$ cat config.mk
export PLATFORM = sky130hd
export DESIGN_NAME = pbr_burst_reader
export DESIGN_NICKNAME = d
export VERILOG_FILES = /design/src/rtl/pbr_pkg.sv /design/src/rtl/pbr_access_timer.sv /design/src/rtl/pbr_word_walker.sv /design/src/rtl/pbr_capture.sv /design/src/rtl/pbr_burst_reader.sv
export SDC_FILE = /design/constraint.sdc
export NUM_CORES = 1
export LEC_CHECK = 0
export ABC_AREA = 0
export BUFFER_PORTS_ARGS = -buffer_cell sky130_fd_sc_hd__buf_4
export CORE_MARGIN = 2
export CORE_UTILIZATION = 30
export CTS_CLUSTER_DIAMETER = 30
export DETAILED_ROUTE_END_ITERATION = 7
export PLACE_DENSITY = 0.5
export SYNTH_ARGS = -nofsm -noshare
export SYNTH_HDL_FRONTEND = slang
export SYNTH_SLANG_ARGS = --single-unit
$ cat constraint.sdc
create_clock -name clk -period 3.1 [get_ports clk]
set_input_delay 0.31 -clock clk [delete_from_list [all_inputs] [get_ports clk]]
set_output_delay 0.31 -clock clk [all_outputs]
set_load 0.05 [all_outputs]
$ cat src/rtl/pbr_pkg.sv
package pbr_pkg;

    localparam int PAGE_BITS      = 12;
    localparam int WORD_BITS      = 4;
    localparam int DATA_BITS      = 16;
    localparam int ADDR_BITS      = PAGE_BITS + WORD_BITS;
    localparam int WORDS_PER_PAGE = 1 << WORD_BITS;
    localparam int CNT_BITS       = WORD_BITS + 1;

    typedef enum logic [1:0] {
        ST_IDLE   = 2'd0,
        ST_ACCESS = 2'd1,
        ST_GAP    = 2'd2
    } seq_state_t;

    typedef struct packed {
        logic [PAGE_BITS-1:0] page;
        logic [WORD_BITS-1:0] word;
    } mem_addr_t;

    // Words that can actually be read from the offset to the end of the page.
    function automatic logic [CNT_BITS-1:0] clip_count(
        input logic [WORD_BITS-1:0] off,
        input logic [CNT_BITS-1:0]  req
    );
        logic [CNT_BITS-1:0] room;
        room = CNT_BITS'(WORDS_PER_PAGE) - {1'b0, off};
        return (req < room) ? req : room;
    endfunction

endpackage

$ cat src/rtl/pbr_access_timer.sv
module pbr_access_timer #(
    parameter int ACC_CYCLES = 4
) (
    input  logic clk,
    input  logic rst,
    input  logic restart,
    input  logic run,
    output logic last
);
    localparam int TMR_W = (ACC_CYCLES > 2) ? $clog2(ACC_CYCLES) : 1;
    localparam logic [TMR_W-1:0] TMR_MAX = TMR_W'(ACC_CYCLES - 1);

    logic [TMR_W-1:0] tmr;

    assign last = run && (tmr == TMR_MAX);

    always_ff @(posedge clk) begin
        if (rst || restart) begin
            tmr <= '0;
        end else if (run) begin
            tmr <= (tmr == TMR_MAX) ? '0 : tmr + TMR_W'(1);
        end
    end

    // hold counter never leaves its window
    a_r4_timer_range: assert property (@(posedge clk) disable iff (rst)
        tmr <= TMR_MAX);

endmodule

$ cat src/rtl/pbr_word_walker.sv
module pbr_word_walker
    import pbr_pkg::*;
(
    input  logic                 clk,
    input  logic                 rst,
    input  logic                 load,
    input  logic [WORD_BITS-1:0] off,
    input  logic [CNT_BITS-1:0]  count,
    input  logic                 step,
    output logic [WORD_BITS-1:0] word,
    output logic                 last_word,
    output logic [CNT_BITS-1:0]  delivered
);
    logic [CNT_BITS-1:0] remain;

    assign last_word = (remain == CNT_BITS'(1));

    always_ff @(posedge clk) begin
        if (rst) begin
            word      <= '0;
            remain    <= '0;
            delivered <= '0;
        end else if (load) begin
            word      <= off;
            remain    <= count;
            delivered <= '0;
        end else if (step) begin
            if (!last_word) begin
                word <= word + WORD_BITS'(1);
            end
            remain    <= remain - CNT_BITS'(1);
            delivered <= delivered + CNT_BITS'(1);
        end
    end

    // never more words than a page holds
    a_r5_delivered_bound: assert property (@(posedge clk) disable iff (rst)
        (delivered + remain) <= CNT_BITS'(WORDS_PER_PAGE));

endmodule

$ cat src/rtl/pbr_capture.sv
module pbr_capture
    import pbr_pkg::*;
(
    input  logic                 clk,
    input  logic                 rst,
    input  logic                 take,
    input  logic [DATA_BITS-1:0] din,
    output logic                 valid,
    output logic [DATA_BITS-1:0] dout
);
    always_ff @(posedge clk) begin
        if (rst) begin
            valid <= 1'b0;
            dout  <= '0;
        end else begin
            valid <= take;
            if (take) begin
                dout <= din;
            end
        end
    end

    // a delivered word is flagged for a single cycle
    a_r4_valid_pulse: assert property (@(posedge clk) disable iff (rst)
        valid |=> !valid);

endmodule

$ cat src/rtl/pbr_burst_reader.sv
module pbr_burst_reader
    import pbr_pkg::*;
#(
    parameter int ACC_CYCLES = 4
) (
    input  logic                 clk,
    input  logic                 rst,
    input  logic                 start,
    input  logic [PAGE_BITS-1:0] page_addr,
    input  logic [WORD_BITS-1:0] word_off,
    input  logic [CNT_BITS-1:0]  word_cnt,
    output logic [ADDR_BITS-1:0] sram_addr,
    output logic                 sram_ce_n,
    output logic                 sram_oe_n,
    output logic                 sram_we_n,
    output logic                 sram_ub_n,
    output logic                 sram_lb_n,
    input  logic [DATA_BITS-1:0] sram_dq_in,
    output logic                 out_valid,
    output logic [DATA_BITS-1:0] out_data,
    output logic                 done,
    output logic [CNT_BITS-1:0]  done_count
);
    seq_state_t           state;
    logic                 enable_n;
    logic [PAGE_BITS-1:0] page_q;
    logic [CNT_BITS-1:0]  eff_cnt;
    logic                 accept;
    logic                 hold_last;
    logic                 capture;
    logic [WORD_BITS-1:0] word;
    logic                 last_word;
    logic [CNT_BITS-1:0]  delivered;
    mem_addr_t            addr_s;

    assign eff_cnt = clip_count(word_off, word_cnt);
    assign accept  = (state == ST_IDLE) && start;
    assign capture = (state == ST_ACCESS) && hold_last;

    pbr_access_timer #(.ACC_CYCLES(ACC_CYCLES)) u_timer (
        .clk     (clk),
        .rst     (rst),
        .restart (accept),
        .run     (state == ST_ACCESS),
        .last    (hold_last)
    );

    pbr_word_walker u_walk (
        .clk       (clk),
        .rst       (rst),
        .load      (accept && (eff_cnt != '0)),
        .off       (word_off),
        .count     (eff_cnt),
        .step      (capture),
        .word      (word),
        .last_word (last_word),
        .delivered (delivered)
    );

    pbr_capture u_cap (
        .clk   (clk),
        .rst   (rst),
        .take  (capture),
        .din   (sram_dq_in),
        .valid (out_valid),
        .dout  (out_data)
    );

    always_ff @(posedge clk) begin
        if (rst) begin
            state      <= ST_IDLE;
            enable_n   <= 1'b1;
            page_q     <= '0;
            done       <= 1'b0;
            done_count <= '0;
        end else begin
            done <= 1'b0;
            unique case (state)
                ST_IDLE: begin
                    if (start) begin
                        page_q <= page_addr;
                        if (eff_cnt == '0) begin
                            done       <= 1'b1;
                            done_count <= '0;
                            state      <= ST_GAP;
                        end else begin
                            enable_n <= 1'b0;
                            state    <= ST_ACCESS;
                        end
                    end
                end
                ST_ACCESS: begin
                    if (hold_last && last_word) begin
                        enable_n   <= 1'b1;
                        done       <= 1'b1;
                        done_count <= delivered + CNT_BITS'(1);
                        state      <= ST_GAP;
                    end
                end
                ST_GAP: state <= ST_IDLE;
                default: state <= ST_IDLE;
            endcase
        end
    end

    assign addr_s.page = page_q;
    assign addr_s.word = word;
    assign sram_addr   = addr_s;
    assign sram_ce_n   = enable_n;
    assign sram_oe_n   = enable_n;
    assign sram_ub_n   = enable_n;
    assign sram_lb_n   = enable_n;
    assign sram_we_n   = 1'b1;

    // page bits frozen while the memory stays enabled
    a_r2_page_hold: assert property (@(posedge clk) disable iff (rst)
        (!sram_ce_n && $past(!sram_ce_n)) |->
            sram_addr[ADDR_BITS-1:WORD_BITS] == $past(sram_addr[ADDR_BITS-1:WORD_BITS]));

    // inside a burst the word index only moves up by one
    a_r4_word_step: assert property (@(posedge clk) disable iff (rst)
        (!sram_ce_n && $past(!sram_ce_n) &&
         sram_addr[WORD_BITS-1:0] != $past(sram_addr[WORD_BITS-1:0])) |->
            sram_addr[WORD_BITS-1:0] == WORD_BITS'($past(sram_addr[WORD_BITS-1:0]) + 1));

    // nonzero completion coincides with the final word
    a_r6_done_with_last: assert property (@(posedge clk) disable iff (rst)
        (done && done_count != '0) |-> out_valid);

    // reported count fits in a page
    a_r6_count_range: assert property (@(posedge clk) disable iff (rst)
        done |-> done_count <= CNT_BITS'(WORDS_PER_PAGE));

    // memory released for at least one cycle after a burst
    a_r7_gap_after_end: assert property (@(posedge clk) disable iff (rst)
        $rose(sram_ce_n) |=> sram_ce_n);

    // data is only delivered from an enabled memory
    a_r4_valid_from_enabled: assert property (@(posedge clk) disable iff (rst)
        out_valid |-> $past(!sram_ce_n));

endmodule

==> key figures, run 1 <==
Run status
  – Status: complete, no violations

Critical path
  – CP dominant cell by count: ha_1
  – Buf/Inv on CP: 2
  – Reg2Reg Depth: 5
  – Worst reg2reg startpoint: state[0]$_SDFFE_PP0P_
  – CP endpoint kind: flop
  – CP required: 3330 ps
  – CP Data Arrival Time: 2810 ps
  – Worst path top cell family by delay: compound AO/OA/AOI/OAI gates
  – Flop-to-flop setup slack: 1300 ps
  – CP Launch Type: input port
  – Capturing point of the worst reg2reg path: u_walk.remain[3]$_SDFFE_PP0P_
  – Critical-path cell list: buf_4 -> inv_1 -> ha_1 -> xor2_1 -> ha_1 -> a21o_2 -> a31oi_4 -> o21a_1 -> o211ai_4 -> and3b_1 -> nor4_2
  – Slowest cell on crit path: o21a_1
  – CP Max Fanout: 18
  – Kind of critical path: input port to flop
  – Max incr delay on CP: 360 ps

STA
  – Final Skew: 15.8 ps
  – RSZ-0062 raised after global routing: no
  – Hold Fails Final Rpt: 0
  – Slew @ Worst Pin: 622 ps
  – Final worst path period need: around 2600 ps
  – FMAX: 0.387 GHz
  – Finish-stage setup viols: 0
  – Period utilization: 83.3%
  – Slew headroom: 58.4%
  – Setup_tns: 0 ps
  – Final Max Tran Viols: 0

Finish
  – Proportion of layout cells with a drive suffix above 1: slightly below 30%
  – Commonest non-fill, non-tap cell in the layout: buf_4
  – Cell area after layout: 3260 um^2
  – Fillers: 871
  – Layout Nets: 417
  – Most frequent cells in the layout: 85 x buf_4, 67 x nand2_1, 54 x dfxtp_1
  – Area Overhead vs Synth: 29.6%
  – # diodes: 0

Clocking
  – CTS Buf Count: 5
  – Htree depth: 2
  – CTS tree: done
  – Root buffer cell: clkbuf_8
  – Post-CTS Hold Fix Bufs: 0
  – CTS resizes: 0
  – CTS max path bufs: 2
  – Clock sink count: 54
  – Post-CTS setup buffer count: 0
  – Worst skew pair latency: 320 ps
  – Worst-path clk slew: 120 ps

Synth
  – Register bit total from synthesis: 54
  – Number of synthesized flops with an enable pin: 0
  – Syn Area/Cell: 8.48 um^2
  – Top FF cell, synth: dfxtp_1
  – Synth unique cells: 47
  – Syn. warnings: 0
  – Post-synth ARST share: 0%
  – Synth Cell Area: approximately 2500 um^2
  – Sequential share of the synthesized area: 42.9%
  – Mapped Nets: 347
  – Cell count after synthesis: 297

Drt
  – Total Wirelength: 6150 um
  – Routed vias/inst: around 4.7
  – DRC Markers: 0
  – Pre-antenna DRT Iters: 4
  – Initial drt markers: 95
  – Post-DRT Antenna Nets: 0
  – Via count: 2216
  – Drt wl/cell: 13.0 um

Die
  – Die Area: 9140 um^2
  – Die H: 95.6 um
  – Core Region: 8180 um^2
  – Die X: between 90 and 100 um
  – FP Rows: 33
  – I/O pin count: 84
  – Initial core utilization: between 30% and 40%

Worst hold path
  – WHS Endpoint: u_cap.dout[9]$_SDFFE_PP0P_
  – Hold_sp: sram_dq_in[9]
  – Worst hold stages: 3
  – Hold crit path type: input port to flop

Power
  – P per Cell Area: between 400 and 500 nW/um^2
  – Static leakage: 1.33 nW
  – Worst vdd ir: roughly 190 uV

Flow run
  – Max Cap Viol: 0

Global routing
  – Vias in the first global route: 2046
  – Initial antenna violation count: 0
  – Grt total ovfl: 0
  – Aggregate global-route resource usage: 13.3%
  – First-pass GRT wire length: between 9000 and 10000 um
  – Largest net degree at the start of global routing: 56

Placement
  – RD Place Congestion: 0.737
  – Placed Area: 3170 um^2
  – Number of port buffers: between 80 and 90
  – DP HPWL: approximately 4300 um
## per-layer routing
metal	vias up	routed length (um)	track usage, %	share of wire (%)
li1	1148	-	-	-
met5	-	0	0	0
met4	0	79	3.45	1.3
met1	1002	2770	17.4	45
met3	8	381	3.79	6.2
met2	58	2920	21.5	47
## synth_stat cells, types with 2 or more instances
cell | number | share of area (%)
nand2_1 | 67 | 10
dfxtp_1 | 54 | 43
a21oi_1 | 32 | 6.4
nor2_1 | 18 | 2.7
clkbuf_1 | 13 | 1.9
inv_1 | 11 | 1.6
ha_1 | 10 | 5.0
nand3b_1 | 7 | 2.1
xor2_1 | 7 | 2.4
xnor2_1 | 6 | 2.1
buf_4 | 5 | 1.5
nor3_1 | 5 | 0.99
o21ai_0 | 5 | 0.99
o32ai_1 | 5 | 1.7
a211oi_1 | 4 | 1.2
nand3_1 | 4 | 0.80
a211oi_2 | 3 | 1.5
buf_2 | 3 | 0.60
nand4_1 | 3 | 0.75
nor2_2 | 3 | 0.75
a22oi_1 | 2 | 0.60
a32oi_1 | 2 | 0.70
and2_1 | 2 | 0.50
mux2i_1 | 2 | 0.80
nand2b_1 | 2 | 0.50
## cells by family (layout without fill, tap and decap cells)
group                      Yosys count  after routing  share of synthesized area (%)
AOI/OAI and AO/OA                   66             66                           18.6
xor gates and xnor gates            13             13                           4.52
adders and majority gates           10             10                           4.97
buffers and inverters               33            104                           6.46
DFF                                 54             54                           42.9
muxes                                3              3                           1.24
other                                1              1                          0.149
and+or+nand+nor                    117            117                           21.1
## worst min-delay path, stage by stage
cell	delay [ps]
buf_4	100
nand2_1	40
a21oi_1	50
## report_power, final
group | leakage, nW | internal [mW] | switching (mW)
Combinational | 0.841 | 0.115 | 0.183
Sequential | 0.439 | 0.719 | 0.0212
Clock | 0.0502 | 0.168 | 0.259
Total | 1.33 | 1.00 | 0.462
## how the worst max path moves through the flow
stage,startpoint,to,slack [ps],depth (start not counted)
floorplan,word_off[0],u_walk.word[2]$_SDFFE_PP0P_,710,12
global placement,word_off[0],u_walk.remain[4]$_SDFFE_PP0P_,250,11
detailed placement,word_off[0],u_walk.remain[4]$_SDFFE_PP0P_,190,11
CTS,word_off[0],u_walk.remain[4]$_SDFFE_PP0P_,510,11
global route,word_off[0],u_walk.remain[4]$_SDFFE_PP0P_,350,11
finish,word_off[0],u_walk.remain[4]$_SDFFE_PP0P_,520,11
## area by class of cell
class	instances	area [um^2]	area share, %
tap	105	131	4.03
timing repair buffer	85	638	19.6
clock inverter	3	28.8	0.882
inverter	11	41.3	1.27
sequential	54	1080	33.1
multi-input combinational	210	1270	39.0
clock buffer	5	68.8	2.11
## stage by stage
stage,setup slack [ps],total power [mW],utilization (%),hold slack [ps],std cells
6_report,518,1.46,39.9,219,473
5_1_grt,348,1.54,39.9,199,473
4_1_cts,511,1.48,39.9,210,473
3_5_place_dp,189,1.06,38.7,447,465
3_3_place_gp,250,1.05,38.7,444,465
2_1_floorplan,709,0.966,-,446,297
## flip-flops by register name, indices dropped and copies added, names as in the netlist
signal / flops
done: 1
done_count: 5
page_q: 12
sram_ce_n: 1
state: 2
u_cap.dout: 16
u_cap.valid: 1
u_timer.tmr: 2
u_walk.delivered: 5
u_walk.remain: 5
u_walk.word: 4
Power figures use the tool's default switching activity.
==> inputs of run 2 (changes only) <==
PLACE_DENSITY = 0.52   (was 0.5)
clock period = 2.21 ns   (was 3.1 ns; I/O delays follow)
==> run 2 against run 1 <==
Effect of this change:
- register-to-register slack got worse by 790 ps
- count of clock-buffer cells in the layout increased by 1
- final cell count increased by 4.0%
- global-route usage increased by 0.66 points
- clock power increased by 54%
- largest cell class unchanged
- non-clock buffer count increased by 19
- first-iteration DRC count increased by 15%
- via count increased by 5.8%
- critical path type unchanged
- sequential power increased by 41%
- total power increased by 48%
==> key figures, run 2 (synthesis results as in run 1) <==
Global routing
  – First-pass GRT wire length: 10200 um (+5.3%)
  – Largest net degree at the start of global routing: 56 (unchanged)
  – Initial antenna violation count: 0 (unchanged)
  – Grt total ovfl: 0 (unchanged)
  – Aggregate global-route resource usage: 14.0% (+0.66 points)
  – Vias in the first global route: 2127 (+4.0%)

Drt
  – Pre-antenna DRT Iters: 4 (unchanged)
  – Drt wl/cell: 12.6 um (-3.2%)
  – DRC Markers: 0 (unchanged)
  – Post-DRT Antenna Nets: 0 (unchanged)
  – Initial drt markers: 109 (+15%)
  – Total Wirelength: 6200 um (+0.73%)
  – Routed vias/inst: 4.77 (+1.7%)
  – Via count: 2345 (+5.8%)

Finish
  – Layout Nets: 436 (+4.6%)
  – Proportion of layout cells with a drive suffix above 1: 33.9% (+5.0 points)
  – Max reg flops: 16 (unchanged)
  – Largest regs: u_cap.dout: 16 flops, page_q: 12 flops
  – Most frequent cells in the layout: 103 x buf_4, 67 x nand2_1, 54 x dfxtp_1
  – Area Overhead vs Synth: 37.3%
  – # diodes: 0 (unchanged)
  – Largest Register: u_cap.dout
  – Commonest non-fill, non-tap cell in the layout: buf_4
  – Final Core Density: 42.3% (+2.4 points)
  – Fillers: 846 (-2.9%)

STA
  – Final Skew: 7.27 ps (-8.55 ps)
  – Final WS setup: 117 ps (-402 ps)
  – Slew headroom: 61.2% (+2.9 points)
  – Finish-stage setup viols: 0 (unchanged)
  – Final Max Tran Viols: 0 (unchanged)
  – Slew @ Worst Pin: 582 ps (-40.2 ps)
  – Hold Fails Final Rpt: 0 (unchanged)
  – RSZ-0062 raised after global routing: yes
  – Final worst path period need: between 2000 and 2500 ps
  – Setup_tns: 0 ps (unchanged)
  – FMAX: 0.478 GHz
  – Period utilization: 94.7%

Critical path
  – CP Launch Type: input port
  – CP endpoint kind: flop
  – CP required: 2380 ps (-950 ps)
  – Kind of critical path: input port to flop
  – CP Data Arrival Time: 2270 ps (-540 ps)
  – CP Max Fanout: 5 (-13)

Placement
  – DP HPWL: 4460 um (+2.9%)
  – Number of port buffers: 82 (unchanged)
  – RD Place Congestion: 0.799 (+8.5%)
  – DP Worst Slack: -356 ps (-544 ps)

Clocking
  – Worst skew pair latency: 300 ps (-20 ps)
  – Root buffer cell: clkbuf_8
  – Clock sink count: 54 (unchanged)
  – CTS tree: done
  – CTS max path bufs: 2 (unchanged)
  – Post-CTS setup buffer count: 0 (unchanged)
  – Worst-path clk slew: 100 ps (-20 ps)
  – Htree depth: 2 (unchanged)
  – CTS Buf Count: 5 (unchanged)

Die
  – Initial core utilization: 30.8% (unchanged)
  – I/O pin count: 84 (unchanged)
  – Core Region: 8180 um^2 (unchanged)
  – Die Area: 9140 um^2 (unchanged)
  – Die X: 95.6 um (unchanged)
  – FP Rows: 33 (unchanged)
  – Die H: 95.6 um (unchanged)

Worst hold path
  – Hold crit path type: input port to flop

Flow run
  – Max Cap Viol: 0 (unchanged)

Run status
  – Status: complete, no violations

Power
  – Static leakage: 1.43 nW (+7.7%)
  – Worst vdd ir: 381 uV (+97%)
  – P per Cell Area: 628 nW/um^2 (+40%)
[run 2: layout make-up]
class                   instances  area [um^2]  share of cell area (%)
clock buffers                   6         72.6                    2.10
clock inverters                 2         37.5                    1.09
inverters                      11         41.3                    1.19
multi-input cells             210         1310                    37.8
flip-flops and latches         54         1080                    31.3
well taps                     105          131                    3.80
repair buffers                104          785                    22.7
[run 2: power by group]
part	switching, mW	leakage (nW)	internal [mW]
registers	0.0295	0.439	1.01
clock network	0.317	0.0514	0.338
logic	0.270	0.943	0.207
total	0.617	1.43	1.55
[run 2: what timing repair did]
action / 4_1_cts / 5_1_grt
resized for setup: 1 / 7
hold buffers: 0 / 0
endpoints found under the setup margin: 3 / 11
[run 2: final timing paths]
check	from	end	slack, ps	depth (start not counted)
setup / recovery	word_off[0]	done_count[0]$_SDFFE_PP0P_	120	12
hold reg to reg	u_cap.dout[7]$_SDFFE_PP0P_	u_cap.dout[7]$_SDFFE_PP0P_	460	2
hold / removal	sram_dq_in[8]	u_cap.dout[8]$_SDFFE_PP0P_	150	3
setup reg to reg	u_walk.remain[1]$_SDFFE_PP0P_	u_walk.word[3]$_SDFFE_PP0P_	510	7
[run 2: metrics by stage]
stage,instance area (um^2),cells,hold WS (ps),power [mW]
after floorplan,2530,297,357,1.36
after global placement,3310,484,443,1.52
after detailed placement,3310,484,448,1.53
after CTS,3430,492,143,2.19
after global routing,3460,492,137,2.29
final,3460,492,154,2.17
[run 2: layer usage]
layer	track usage [%]	wire length [um]	vias to the layer above
li1	-	-	1187
met1	18.1	2770	1085
met2	23.0	2950	64
met3	3.08	351	9
met4	4.52	119	0
met5	0	0	-
[run 2: worst max-delay path: stages]
cell and delay [ps]:
buf_4 110, inv_1 70, ha_2 210, buf_4 130, nand3_1 120, ha_1 340
nand2_1 90, o21a_4 240, buf_4 140, o21ai_1 240, and2_2 250, o32ai_1 110
